--- src/rtl/cnt_pkg.sv ---
// Package: shared width, operation encoding and modulus helpers for the
// cascadable counter. Assumes a 4-bit counting stage.
package cnt_pkg;
    localparam int CNT_W = 4;

    // Operation chosen for the next clock edge, in priority order.
    typedef enum logic [1:0] {
        OP_HOLD  = 2'd0,
        OP_COUNT = 2'd1,
        OP_LOAD  = 2'd2,
        OP_CLEAR = 2'd3
    } cnt_op_e;

    // Highest code of the counting sequence for the selected modulus.
    function automatic logic [CNT_W-1:0] top_code(input bit decade);
        return decade ? CNT_W'(9) : {CNT_W{1'b1}};
    endfunction
endpackage

--- src/rtl/cnt_mode_sel.sv ---
// Module: cnt_mode_sel
// Picks the operation for the next edge: clear, then load, then count,
// then hold. When the clear is asynchronous it is handled at the register,
// so here it is ignored. Assumes all controls are active at the same edge.
module cnt_mode_sel
    import cnt_pkg::*;
#(
    parameter bit EDGE_CLR = 1'b1
) (
    input  logic    clr_n,
    input  logic    load_n,
    input  logic    en_par,
    input  logic    en_trk,
    output cnt_op_e op
);
    logic clr_hit;

    // Clear is an edge-timed operation only in the edge-clear variant.
    generate
        if (EDGE_CLR) begin : g_edge_clr
            assign clr_hit = ~clr_n;
        end else begin : g_no_edge_clr
            assign clr_hit = 1'b0;
        end
    endgenerate

    // Priority decode of the mode controls.
    always_comb begin
        if (clr_hit)                op = OP_CLEAR;
        else if (!load_n)           op = OP_LOAD;
        else if (en_par && en_trk)  op = OP_COUNT;
        else                        op = OP_HOLD;
    end
endmodule

--- src/rtl/cnt_next_state.sv ---
// Module: cnt_next_state
// Computes the register input from the current count, the chosen operation
// and the load data. In decimal mode the unused codes 10..15 are steered
// back into 0..9: even codes step up by one, odd codes jump to 17 - code.
module cnt_next_state
    import cnt_pkg::*;
#(
    parameter bit DECADE = 1'b1
) (
    input  logic [CNT_W-1:0] cur,
    input  cnt_op_e          op,
    input  logic [CNT_W-1:0] din,
    output logic [CNT_W-1:0] nxt
);
    localparam logic [CNT_W-1:0] TOP = top_code(DECADE);

    logic [CNT_W-1:0] succ;

    // Successor of the current count for the chosen modulus.
    generate
        if (DECADE) begin : g_dec
            logic [CNT_W:0] jump;
            assign jump = (CNT_W+1)'(17) - {1'b0, cur};
            always_comb begin
                if (cur < TOP)       succ = cur + 1'b1;
                else if (cur == TOP) succ = '0;
                else if (!cur[0])    succ = cur + 1'b1;
                else                 succ = jump[CNT_W-1:0];
            end
        end else begin : g_bin
            always_comb succ = cur + 1'b1;
        end
    endgenerate

    // Route the selected source to the register input.
    always_comb begin
        unique case (op)
            OP_CLEAR: nxt = '0;
            OP_LOAD:  nxt = din;
            OP_COUNT: nxt = succ;
            default:  nxt = cur;
        endcase
    end
endmodule

--- src/rtl/cnt_tc_decode.sv ---
// Module: cnt_tc_decode
// Full decode of the highest code, gated only by the chained enable, so a
// chain of stages forms its carry without any clocked delay.
module cnt_tc_decode
    import cnt_pkg::*;
#(
    parameter bit DECADE = 1'b1
) (
    input  logic [CNT_W-1:0] cur,
    input  logic             en_trk,
    output logic             tc
);
    localparam logic [CNT_W-1:0] TOP = top_code(DECADE);

    // Terminal count: chained enable AND count at highest code.
    always_comb tc = en_trk && (cur == TOP);
endmodule

--- src/rtl/cascade_counter.sv ---
// Module: cascade_counter
// Top of the presettable 4-bit counter. DECADE picks mod 10 or mod 16.
// ASYNC_CLR picks an immediate clear or an edge-timed clear. Assumes the
// inputs are synchronous to clk, except clr_n in the immediate variant.
module cascade_counter
    import cnt_pkg::*;
#(
    parameter bit DECADE    = 1'b1,
    parameter bit ASYNC_CLR = 1'b0
) (
    input  logic             clk,
    input  logic             clr_n,
    input  logic             load_n,
    input  logic [CNT_W-1:0] din,
    input  logic             en_par,
    input  logic             en_trk,
    output logic [CNT_W-1:0] q,
    output logic             tc
);
    localparam logic [CNT_W-1:0] TOP = top_code(DECADE);

    cnt_op_e          op;
    logic [CNT_W-1:0] nxt;
    logic [CNT_W-1:0] cnt_q;

    cnt_mode_sel #(.EDGE_CLR(!ASYNC_CLR)) u_mode (
        .clr_n(clr_n), .load_n(load_n), .en_par(en_par), .en_trk(en_trk), .op(op)
    );

    cnt_next_state #(.DECADE(DECADE)) u_next (
        .cur(cnt_q), .op(op), .din(din), .nxt(nxt)
    );

    cnt_tc_decode #(.DECADE(DECADE)) u_tc (
        .cur(cnt_q), .en_trk(en_trk), .tc(tc)
    );

    // Count register; the variant picks how the clear reaches it.
    generate
        if (ASYNC_CLR) begin : g_async
            always_ff @(posedge clk or negedge clr_n) begin
                if (!clr_n) cnt_q <= '0;
                else        cnt_q <= nxt;
            end
        end else begin : g_sync
            always_ff @(posedge clk) cnt_q <= nxt;
        end
    endgenerate

    assign q = cnt_q;

    // ---------------- assertions ----------------
    logic past_ok = 1'b0;
    // Marks that one edge has passed, so $past has real history.
    always_ff @(posedge clk) past_ok <= 1'b1;

    generate
        if (ASYNC_CLR) begin : g_a_async
            a_r1_async_clear_holds_zero: assert property (@(posedge clk)
                past_ok && !clr_n |-> q == '0);
        end else begin : g_a_sync
            a_r2_edge_clear_wins: assert property (@(posedge clk)
                past_ok && !$past(clr_n) |-> q == '0);
        end
    endgenerate

    a_r3_load_takes_data: assert property (@(posedge clk) disable iff (!clr_n)
        past_ok && $past(clr_n) && !$past(load_n) |-> q == $past(din));

    a_r4_count_steps_up: assert property (@(posedge clk) disable iff (!clr_n)
        past_ok && $past(clr_n && load_n && en_par && en_trk) && ($past(q) < TOP)
        |-> q == $past(q) + 1'b1);

    a_r7_count_wraps: assert property (@(posedge clk) disable iff (!clr_n)
        past_ok && $past(clr_n && load_n && en_par && en_trk) && ($past(q) == TOP)
        |-> q == '0);

    a_r5_hold_keeps: assert property (@(posedge clk) disable iff (!clr_n)
        past_ok && $past(clr_n && load_n) && !$past(en_par && en_trk)
        |-> $stable(q));

    a_r6_tc_needs_trickle: assert property (@(posedge clk) disable iff (!clr_n)
        tc |-> en_trk);

    a_r6_tc_at_top: assert property (@(posedge clk) disable iff (!clr_n)
        tc |-> q == TOP);

    generate
        if (DECADE) begin : g_a_dec
            a_r8_unused_no_tc: assert property (@(posedge clk) disable iff (!clr_n)
                q > TOP |-> !tc);
            a_r8_odd_unused_returns: assert property (@(posedge clk) disable iff (!clr_n)
                past_ok && $past(clr_n && load_n && en_par && en_trk)
                && ($past(q) > TOP) && $past(q[0]) |-> q <= TOP);
            a_r8_even_unused_steps: assert property (@(posedge clk) disable iff (!clr_n)
                past_ok && $past(clr_n && load_n && en_par && en_trk)
                && ($past(q) > TOP) && !$past(q[0]) |-> q == $past(q) + 1'b1);
        end
    endgenerate
endmodule

--- config.mk ---
export PLATFORM = sky130hd
export DESIGN_NAME = cascade_counter
export DESIGN_NICKNAME = d
export VERILOG_FILES = /design/src/rtl/cnt_pkg.sv /design/src/rtl/cnt_mode_sel.sv /design/src/rtl/cnt_next_state.sv /design/src/rtl/cnt_tc_decode.sv /design/src/rtl/cascade_counter.sv
export SDC_FILE = /design/constraint.sdc
export NUM_CORES = 1
export LEC_CHECK = 0
export CAP_MARGIN = 5
export CORE_AREA = 2 2 39 41
export DETAILED_ROUTE_END_ITERATION = 10
export DIE_AREA = 0 0 41 43
export HOLD_SLACK_MARGIN = 0.08
export PLACE_DENSITY = 0.56
export SLEW_MARGIN = 20
export SYNTH_ARGS = -nofsm -noshare
export SYNTH_HDL_FRONTEND = slang
export SYNTH_SLANG_ARGS = --single-unit
--- constraint.sdc ---
create_clock -name clk -period 2.1 [get_ports clk]
set_clock_uncertainty 0.15 [all_clocks]
set_input_delay 0.42 -clock clk [delete_from_list [all_inputs] [get_ports clk]]
set_output_delay 0.42 -clock clk [all_outputs]
set_load 0.02 [all_outputs]
==> flow_summary.json <==
{
  "status": "completed",
  "largest-register": "q",
  "gp_congestion": 0.754,
  "maxSlewViolCount": 0,
  "final_common_cell": "clkdlybuf4s50_1",
  "vias_per_cell": 4.66,
  "dr.pass1.iters": 4,
  "grt.total_usage": 0.118,
  "rsz0062_at_grt": "no",
  "syn_area_um2": 375,
  "ctsHoldBuffers": 0,
  "cts_setup_buffers": 0,
  "grt_pass1_wl_um": 1390,
  "layout_common_cells": "clkdlybuf4s50_1 (12), nand2_1 (8), ha_1 (6), buf_4 (6), edfxtp_1 (4)",
  "worst_pin_slew_ps": 284,
  "vias": 373,
  "clock-sinks": 4,
  "core_area_um2": 1380,
  "power_w": 0.000301,
  "fillCellCount": 139,
  "area_delta_synth_final_pct": 56.7,
  "crit_fanout": 6,
  "post-route-min-period_ps": 1940,
  "crit_required_ps": 1930,
  "antenna_left": 0,
  "worstHoldPathCells": 2,
  "cts_htree_levels": 1,
  "cp-end-kind": "flip-flop",
  "largest_register_ffs": 4,
  "worstSetupPathType": "flip-flop to flip-flop",
  "cts_tree": "done",
  "synth_fp_nets": 57,
  "numPortBuffers": 13,
  "cts_buffer_depth": 2,
  "ff2ff_path_depth": 7,
  "crit_arrival_ps": 1760,
  "ys_warn_count": 0,
  "hold_viol": 0,
  "leakage_nw": 0.264,
  "path_clk_slew_ps": 40,
  "yosys.area.top_type_share": 0.320,
  "hp-start": "q[0]",
  "antenna_found_initial": 0,
  "power_density_nw_per_um2": 513,
  "routed_wl_um": 802,
  "rows": 14,
  "antenna_cells": 0,
  "yosysTopAreaCell": "edfxtp_1",
  "start_util": 0.271,
  "grt-ovfl-total": 0,
  "synth_area_leaders": "edfxtp_1 (32%), ha_1 (20%), nand2_1 (8.0%)",
  "ys_types": 20,
  "setup-tns-final_ps": 0,
  "maxCapViolCount": 0,
  "drt_iter0_drc": 7,
  "dp_hpwl_um": 690,
  "drive_gt1_frac": 0.172,
  "peakVddDrop_uv": 392,
  "max_freq_mhz": 517,
  "hp-class": "flip-flop to flip-flop",
  "clk_latency_ps": 230,
  "fp.dieH_um": 43,
  "layout.nets": 81,
  "startpoint_type": "flip-flop",
  "top_regs": "q (4)",
  "syn_inst": 42,
  "max_slew_margin": 0.810,
  "multi_input_area_um2": 244,
  "cts_buffers": 3,
  "io_pins": 14,
  "reg2reg_from": "q[0]",
  "worst_r2r_endpoint": "q[3]",
  "whs_endpoint": "q[0]",
  "finalSetupViolations": 0,
  "grt_pass1_vias": 344,
  "grt_max_degree": 7,
  "cts_root_buf": "clkbuf_4",
  "finalCritPeriodShare": 0.922,
  "ys_ff_latch": 4,
  "ys_seq_area_frac": 0.320,
  "rrSetupSlack_ps": 160,
  "post_drt_wl_per_cell_um": 10.0,
  "drc": 0,
  "syn_area_per_cell_um2": 8.94,
  "die_area_um2": 1760,
  "seq_area_um2": 120,
  "die_w_um": 41
}
[layout make-up]
type                            count  area share
Timing Repair Buffer               19       0.289
Sequential cell                     4       0.204
Multi-Input combinational cell     35       0.415
Clock buffer                        3      0.0383
Inverter                            3      0.0191
Tap cell                           16      0.0340
[where the power goes]
group	internal, W	switching (W)
clock network	0.0000637	0.0000289
logic	0.0000579	0.0000507
registers	0.0000962	0.00000407
total	0.000218	0.0000836
[per-layer routing]
metal | part of all wire | up-vias | track usage
li1 | - | 194 | -
met1 | 0.46 | 166 | 0.156
met2 | 0.47 | 13 | 0.169
met3 | 0.066 | 0 | 0.0471
met4 | 0 | 0 | 0.0400
met5 | 0 | - | 0
[Yosys cell counts, drive strengths merged]
library cell and count:
nand4 1, nand2b 1, o21bai 1, ha 6, edfxtp 4, a211o 1, nor3b 1, mux2i 1
o32ai 1, nand2 8, nand3 1, xor2 1, nor2b 2, a21oi 2, nor2 3, o21ai 3
o31ai 1, and3 1, inv 3
[per-stage QoR]
stage / hold WS (ps) / instance area, um2 / std cells / setup slack (ps) / utilization
3_5_place_dp: 609 / 571 / 77 / -141 / 0.412
2_1_floorplan: 455 / 375 / 42 / 176 / -
3_3_place_gp: 610 / 571 / 77 / -136 / 0.412
4_1_cts: 620 / 592 / 80 / 23.9 / 0.428
6_report: 607 / 588 / 80 / 165 / 0.425
5_1_grt: 641 / 588 / 80 / 60.2 / 0.425
[how the worst max path moves through the flow]
stage | startpoint | slack (ps) | to
2_1_floorplan | q[0] | 180 | q[3]
3_3_place_gp | en_trk | -140 | tc
3_5_place_dp | en_trk | -140 | tc
4_1_cts | q[1] | 20 | tc
5_1_grt | q[0] | 60 | q[3]
6_report | q[0] | 160 | q[3]
[timing repair]
action / 4_1_cts / 5_1_grt
resized for setup: 1 / 2
pin swaps: 0 / 0
setup endpoints to repair: 1 / 1
gates cloned: 0 / 0
[kinds of logic (layout without fill, tap and decap cells)]
group | count (synthesis) | count (layout) | share of synthesized area
adder cells (fa/ha/maj) | 6 | 6 | 0.200
multiplexers | 1 | 1 | 0.0267
buffers and inverters | 3 | 25 | 0.0300
AND/OR/NAND/NOR | 18 | 18 | 0.247
AO/OA/AOI/OAI | 9 | 9 | 0.153
flip-flops | 4 | 4 | 0.320
XOR/XNOR | 1 | 1 | 0.0233
[critical path, stage by stage, from the launching register on]
cell	delay, ps
edfxtp_1	380
buf_4	170
inv_1	110
ha_1	270
nand2b_4	70
a211o_1	290
a21oi_1	170
o21ai_1	70
Note: power is estimated with default switching activity, not from simulation.
